**config.mk**
```make
export PLATFORM = sky130hd
export DESIGN_NAME = fpsr_ctrl
export DESIGN_NICKNAME = d
export VERILOG_FILES = /design/src/rtl/fpsr_pkg.sv /design/src/rtl/fpsr_flag_merge.sv /design/src/rtl/fpsr_mode_decode.sv /design/src/rtl/fpsr_ctrl.sv
export SDC_FILE = /design/constraint.sdc
export NUM_CORES = 1
export LEC_CHECK = 0
export BUFFER_PORTS_ARGS = -buffer_cell sky130_fd_sc_hd__buf_2
export CAP_MARGIN = 15
export CORE_MARGIN = 2
export CORE_UTILIZATION = 34
export CTS_CLUSTER_DIAMETER = 30
export DETAILED_ROUTE_END_ITERATION = 8
export HOLD_SLACK_MARGIN = 0.12
export PLACE_DENSITY = 0.83
export SYNTH_ARGS = -nofsm -noshare
export SYNTH_HDL_FRONTEND = slang
export SYNTH_SLANG_ARGS = --single-unit
export TNS_END_PERCENT = 20
```
**constraint.sdc**
```tcl
create_clock -name clk -period 1.05 [get_ports clk]
set_input_delay 0.105 -clock clk [delete_from_list [all_inputs] [get_ports clk]]
set_output_delay 0.105 -clock clk [all_outputs]
set_load 0.02 [all_outputs]
```
**src/rtl/fpsr_pkg.sv**
```systemverilog
package fpsr_pkg;

    localparam int CSR_W     = 32;
    localparam int FLAG_N    = 5;
    localparam int RM_LSB    = 0;
    localparam int RM_W      = 2;
    localparam int FLAG_LSB  = 2;
    localparam int ENA_LSB   = FLAG_LSB + FLAG_N;
    localparam int CAUSE_LSB = ENA_LSB + FLAG_N;
    localparam int DN_BIT    = 18;

    localparam logic [RM_W-1:0] RM_TRUNC = 2'b01;

    typedef enum logic [1:0] {
        SRC_IDLE,
        SRC_WRITE,
        SRC_UPDATE
    } src_e;

    typedef struct packed {
        logic [CSR_W-1:0] csr;
        logic             exc;
    } state_t;

    function automatic logic [CSR_W-1:0] build_wmask();
        logic [CSR_W-1:0] m;
        m = '0;
        for (int i = 0; i < RM_W; i++)   m[RM_LSB + i]    = 1'b1;
        for (int i = 0; i < FLAG_N; i++) begin
            m[FLAG_LSB + i]  = 1'b1;
            m[ENA_LSB + i]   = 1'b1;
            m[CAUSE_LSB + i] = 1'b1;
        end
        m[DN_BIT] = 1'b1;
        return m;
    endfunction

    localparam logic [CSR_W-1:0] WMASK = build_wmask();

endpackage

```
**src/rtl/fpsr_flag_merge.sv**
```systemverilog
module fpsr_flag_merge
    import fpsr_pkg::*;
(
    input  logic [CSR_W-1:0]  csr_i,
    input  logic [FLAG_N-1:0] flags_i,
    output logic [CSR_W-1:0]  csr_o,
    output logic              raise_o
);

    logic             any_flag;
    logic [FLAG_N-1:0] hit;

    assign any_flag = |flags_i;

    always_comb begin
        csr_o = csr_i;
        csr_o[FLAG_LSB +: FLAG_N] = flags_i;
        if (any_flag) begin
            csr_o[CAUSE_LSB +: FLAG_N] = csr_i[CAUSE_LSB +: FLAG_N] | flags_i;
        end
    end

    // one comparator per condition: cause meets enable in the same lane
    for (genvar g = 0; g < FLAG_N; g++) begin : g_lane
        assign hit[g] = csr_o[CAUSE_LSB + g] & csr_o[ENA_LSB + g];
    end

    assign raise_o = any_flag & (|hit);

endmodule

```
**src/rtl/fpsr_mode_decode.sv**
```systemverilog
module fpsr_mode_decode
    import fpsr_pkg::*;
(
    input  logic [RM_W-1:0] rm_i,
    input  logic            dn_i,
    output logic            trunc_o,
    output logic            flush_o
);

    always_comb begin
        trunc_o = (rm_i == RM_TRUNC);
        flush_o = dn_i;
    end

endmodule

```
**src/rtl/fpsr_ctrl.sv**
```systemverilog
module fpsr_ctrl
    import fpsr_pkg::*;
#(
    parameter int                VEC_W   = 12,
    parameter logic [VEC_W-1:0]  EXC_VEC = 12'h120
) (
    input  logic              clk,
    input  logic              rst_n,
    input  logic              wr_en,
    input  logic [CSR_W-1:0]  wr_data,
    input  logic              op_done,
    input  logic              cmp_done,
    input  logic              cmp_unord,
    input  logic [FLAG_N-1:0] op_flags,
    output logic [CSR_W-1:0]  fpsr_o,
    output logic              rnd_trunc_o,
    output logic              flush_o,
    output logic              exc_req_o,
    output logic [VEC_W-1:0]  exc_vec_o
);

    state_t           st_d, st_q;
    src_e             src;
    logic [CSR_W-1:0] merged;
    logic             raise;

    fpsr_flag_merge u_merge (
        .csr_i   (st_q.csr),
        .flags_i (op_flags),
        .csr_o   (merged),
        .raise_o (raise)
    );

    always_comb begin
        if (wr_en)                                src = SRC_WRITE;
        else if (op_done || (cmp_done && cmp_unord)) src = SRC_UPDATE;
        else                                      src = SRC_IDLE;
    end

    always_comb begin
        st_d     = st_q;
        st_d.exc = 1'b0;
        case (src)
            SRC_WRITE:  st_d.csr = wr_data & WMASK;
            SRC_UPDATE: begin
                st_d.csr = merged;
                st_d.exc = raise;
            end
            default: ;
        endcase
    end

    always_ff @(posedge clk or negedge rst_n) begin
        if (!rst_n) st_q <= '0;
        else        st_q <= st_d;
    end

    fpsr_mode_decode u_mode (
        .rm_i    (st_q.csr[RM_LSB +: RM_W]),
        .dn_i    (st_q.csr[DN_BIT]),
        .trunc_o (rnd_trunc_o),
        .flush_o (flush_o)
    );

    assign fpsr_o    = st_q.csr;
    assign exc_req_o = st_q.exc;
    assign exc_vec_o = st_q.exc ? EXC_VEC : '0;

endmodule

```
==> report_table.html <==
<table>
<tr><th>Metric</th><th>Value</th></tr>
<tr><th colspan="2">STA</th></tr>
<tr><td>Achievable Freq</td><td>932.4 MHz</td></tr>
<tr><td>Final setup vio count</td><td>2</td></tr>
<tr><td>Final hold violation count</td><td>0</td></tr>
<tr><td>Max Slew Vio Count</td><td>0</td></tr>
<tr><td>Setup repair after global routing missed its margin</td><td>yes</td></tr>
<tr><td>Minimum setup slack in the final design</td><td>-0.02250 ns</td></tr>
<tr><td>Final critical path time including I/O delays and setup</td><td>1.072 ns</td></tr>
<tr><td>Crit share post-route</td><td>1.021</td></tr>
<tr><td>Setup TNS Final</td><td>-0.03266 ns</td></tr>
<tr><td>Setup clock skew after layout</td><td>0.001970 ns</td></tr>
<tr><th colspan="2">Cells and area</th></tr>
<tr><td>Final-stage net count</td><td>218</td></tr>
<tr><td>Final design instance area without fill</td><td>1543 µm²</td></tr>
<tr><td>Fill cell instance count of the final layout</td><td>288</td></tr>
<tr><td>Layout cell share with drive strength beyond 1</td><td>0.4828</td></tr>
<tr><td>Area growth syn-to-layout</td><td>47.31%</td></tr>
<tr><td>Count of antenna diodes in the layout</td><td>0</td></tr>
<tr><td>Count of non-filler cells in the finished layout</td><td>207</td></tr>
<tr><th colspan="2">Route</th></tr>
<tr><td>Avg WL per Cell</td><td>11.36 µm</td></tr>
<tr><td>Post-Route WL</td><td>2352 µm</td></tr>
<tr><td>Number of remaining DRC errors</td><td>0</td></tr>
<tr><td>Number of vias after detailed routing</td><td>891</td></tr>
<tr><td>Detail-routed via count per cell</td><td>4.304</td></tr>
<tr><td>Antenna violation net count after detailed routing</td><td>0</td></tr>
<tr><td>Count of TritonRoute iterations in the first routing pass</td><td>4</td></tr>
<tr><td>Number of DRC markers after the initial detailed-route iteration</td><td>5</td></tr>
<tr><th colspan="2">CTS</th></tr>
<tr><td>Number of clock sinks</td><td>19</td></tr>
<tr><td>Clock root buffer</td><td>sky130_fd_sc_hd__clkbuf_4</td></tr>
<tr><td>Clock Pin Slew Worst Setup and Hold Paths</td><td>0.10 ns</td></tr>
<tr><td>Clock latency at the later pin of the worst-skew pair</td><td>0.29 ns</td></tr>
<tr><td>CTS Buf Count</td><td>3</td></tr>
<tr><td>Clock tree from TritonCTS</td><td>done</td></tr>
<tr><td>Htree depth</td><td>1</td></tr>
<tr><td>Maximum clock insertion buffer count</td><td>2</td></tr>
<tr><th colspan="2">Place</th></tr>
<tr><td>Dpl hpwl</td><td>1715 µm</td></tr>
<tr><td>Routability cong.</td><td>0.7756</td></tr>
<tr><td>DP Cell Count</td><td>183</td></tr>
<tr><td>Port Buffer Count</td><td>51</td></tr>
<tr><td>Placed cell areas</td><td>1269 µm²</td></tr>
<tr><td>Placement-stage worst setup slack</td><td>0.02505 ns</td></tr>
<tr><th colspan="2">Critical path</th></tr>
<tr><td>Kind of start point of the critical path</td><td>flop</td></tr>
<tr><td>FF-to-FF Start</td><td>fpsr_o[15]</td></tr>
<tr><td>RR Endpoint</td><td>exc_req_o</td></tr>
<tr><td>Arrival @ worst endpoint</td><td>0.97 ns</td></tr>
<tr><td>Worst-path fanout max</td><td>3</td></tr>
<tr><td>R2R Setup Slk</td><td>0.04 ns</td></tr>
<tr><td>Critical path capture point type</td><td>output pin</td></tr>
<tr><td>Data required time of the critical path</td><td>0.94 ns</td></tr>
<tr><td>Cell depth of the worst flop-to-flop path</td><td>3</td></tr>
<tr><td>Path type of the worst setup path</td><td>reg -&gt; out</td></tr>
<tr><th colspan="2">Global route</th></tr>
<tr><td>Via count of the first global-routing pass</td><td>814</td></tr>
<tr><td>Pin count of the biggest net entering global routing</td><td>20</td></tr>
<tr><td>Global-route wire length before repair</td><td>3456 µm</td></tr>
<tr><td>Number of antenna violations at the first check in global routing</td><td>0</td></tr>
<tr><td>GRT Overall Usage</td><td>0.1337</td></tr>
<tr><td>Sum of overflow across all layers after global routing</td><td>0</td></tr>
<tr><th colspan="2">Run status</th></tr>
<tr><td>Violations in the final reports</td><td>negative setup slack</td></tr>
<tr><td>Status</td><td>finished, violations left</td></tr>
<tr><th colspan="2">Power and ir drop</th></tr>
<tr><td>Combinational share of power</td><td>0.335</td></tr>
<tr><td>Internal Power</td><td>0.001221 W</td></tr>
<tr><td>Part of the total power dissipated in the clock network</td><td>0.196</td></tr>
<tr><td>P_leak</td><td>0.7700 nW</td></tr>
<tr><td>Peak supply drop</td><td>342.6 µV</td></tr>
<tr><td>Seq pwr share</td><td>0.469</td></tr>
<tr><td>PwrDens</td><td>1186 nW/µm²</td></tr>
<tr><td>Total net switching power</td><td>0.0006090 W</td></tr>
<tr><td>Switching share of power</td><td>0.3328</td></tr>
<tr><th colspan="2">Logic synthesis</th></tr>
<tr><td>Portion of synthesized cell area occupied by the leading cell type</td><td>0.4540</td></tr>
<tr><td>Number of instances in the synthesized netlist</td><td>100</td></tr>
<tr><td>Multiplexer fraction of the synthesized cell area</td><td>0.1338</td></tr>
<tr><td>XOR/XNOR Fraction of Synth Area</td><td>0</td></tr>
<tr><td>Mean area per synthesized cell</td><td>10.47 µm²</td></tr>
<tr><td>Synth Area in Compound Gates</td><td>0.1326</td></tr>
<tr><td>Flip-flop and latch count after synthesis</td><td>19</td></tr>
<tr><td>Warnings, synthesis</td><td>0</td></tr>
<tr><td>Synth Area in Adders</td><td>0</td></tr>
<tr><td>Main combinational cell family by area after synthesis</td><td>buffers and inverters</td></tr>
<tr><td>Synth Cell Area</td><td>1047 µm²</td></tr>
<tr><td>Share of synthesized area occupied by flip-flops and latches</td><td>0.4540</td></tr>
<tr><td>Biggest area contributors in the synthesized netlist</td><td>sky130_fd_sc_hd__dfrtp_1 45%, sky130_fd_sc_hd__buf_4 19%, sky130_fd_sc_hd__mux2_2 8.6%</td></tr>
<tr><td>Post-synthesis cell type with the largest combined area</td><td>sky130_fd_sc_hd__dfrtp_1</td></tr>
<tr><td>Area fraction in and, or, nand and nor cells after synthesis</td><td>0.06930</td></tr>
<tr><td>Number of library cell types mapped by synthesis</td><td>17</td></tr>
<tr><th colspan="2">Floorplan</th></tr>
<tr><td>Height of the chip</td><td>59.50 µm</td></tr>
<tr><td>Core footprint</td><td>3003 µm²</td></tr>
<tr><td>Die area</td><td>3540 µm²</td></tr>
<tr><td>Width of the die</td><td>59.50 µm</td></tr>
<tr><td>Number of cell rows</td><td>20</td></tr>
<tr><td>Number of ports placed on the die boundary</td><td>90</td></tr>
<tr><td>Effective utilization at floorplan</td><td>0.3487</td></tr>
<tr><th colspan="2">Worst hold path</th></tr>
<tr><td>Worst hold path type</td><td>in -&gt; reg</td></tr>
<tr><td>Instance count along the most critical hold path</td><td>3</td></tr>
<tr><td>End of the worst hold path</td><td>fpsr_o[12]</td></tr>
<tr><td>Worst min-delay path startpoint</td><td>op_flags[0]</td></tr>
<tr><th colspan="2">Flow run</th></tr>
<tr><td>Max-cap violations</td><td>0</td></tr>
</table>
[layer usage]
layer,GRT usage,wire (µm)
met1,0.1444,925
met5,0,0
met3,0.01528,127
met2,0.2402,1254
met4,0.09206,44
[synth_stat cells]
cell type,instances
sky130_fd_sc_hd__a2111oi_2,1
sky130_fd_sc_hd__conb_1,1
sky130_fd_sc_hd__mux2_2,8
sky130_fd_sc_hd__o21ai_0,15
sky130_fd_sc_hd__nand2_1,10
sky130_fd_sc_hd__clkbuf_1,1
sky130_fd_sc_hd__dfrtp_1,19
sky130_fd_sc_hd__buf_4,27
sky130_fd_sc_hd__nor2_2,1
sky130_fd_sc_hd__a21oi_1,5
sky130_fd_sc_hd__nor2b_1,1
sky130_fd_sc_hd__a21o_1,1
sky130_fd_sc_hd__a21oi_4,1
sky130_fd_sc_hd__buf_2,2
sky130_fd_sc_hd__mux2i_1,5
sky130_fd_sc_hd__or4_4,1
sky130_fd_sc_hd__and4_4,1
[cell families (layout without fill, tap and decap cells)]
family | count (synthesis) | in the layout
other | 1 | 24
buffers and inverters | 30 | 81
DFF | 19 | 19
and+or+nand+nor | 14 | 14
muxes | 13 | 13
AOI/OAI and AO/OA | 23 | 23
[power groups by stage]
stage	Combinational [W]	Clock [W]	Sequential, W
floorplan	0.000305	0	0.000956
global placement	0.000515	0	0.000865
detailed placement	0.000520	0	0.000868
CTS	0.000593	0.000380	0.000855
global route	0.000664	0.000402	0.000869
finish	0.000614	0.000358	0.000858
[registers in the layout (all words and copies together) (netlist names)]
name,count
fpsr_o,18
exc_req_o,1
[what timing repair did]
item / in CTS / in global routing
hold buffers: 19 / 0
endpoints found under the hold margin: 37 / 0
setup endpoints to repair: 3 / 4
buffers inserted: 0 / 1
pin swaps: 0 / 0
gates resized for setup: 7 / 5
[worst max-delay path by stage]
stage	start	endpoint	slack, ns	depth (start not counted)
floorplan	fpsr_o[8]	exc_req_o	0.009	3
global route	fpsr_o[1]	rnd_trunc_o	-0.06	2
finish	fpsr_o[1]	rnd_trunc_o	-0.02	2
CTS	fpsr_o[0]	rnd_trunc_o	-0.04	2
detailed placement	op_flags[3]	exc_req_o	0.03	4
global placement	op_flags[3]	exc_req_o	0.02	4
[cell type report]
| cell class | count | area [µm²] | area share |
|---|---|---|---|
| multi-input combinational | 74 | 465.4 | 0.3017 |
| clock buffer | 4 | 26.28 | 0.01703 |
| timing repair buffer | 77 | 524.3 | 0.3398 |
| sequential | 19 | 485.5 | 0.3147 |
| tap | 33 | 41.29 | 0.02676 |
[cells in the final DEF (no fill, tap or decap), drive strengths merged]
cell type,instances
mux2i,5
nand2,10
and4,1
a2111oi,1
mux2,8
dfrtp,19
or4,1
a21o,1
nor2,1
nor2b,1
o21ai,15
buf,58
clkbuf,4
conb,24
dlygate4sd3,19
a21oi,6
[worst max-delay path: stages, from the launching register on]
cell                      delay (ns)
sky130_fd_sc_hd__dfrtp_1        0.44
sky130_fd_sc_hd__nor2b_4        0.12
sky130_fd_sc_hd__buf_6          0.12
[per-stage QoR]
step           total power [W]  hold slack, ns    util
3_3_place_gp          0.001380         0.06552  0.4225
4_1_cts               0.001827          0.1328  0.5021
6_report              0.001830          0.1573  0.5138
5_1_grt               0.001935          0.1825  0.5138
2_1_floorplan         0.001261         -0.1906       -
3_5_place_dp          0.001388         0.06689  0.4225
(Power assumes the default switching activity.)
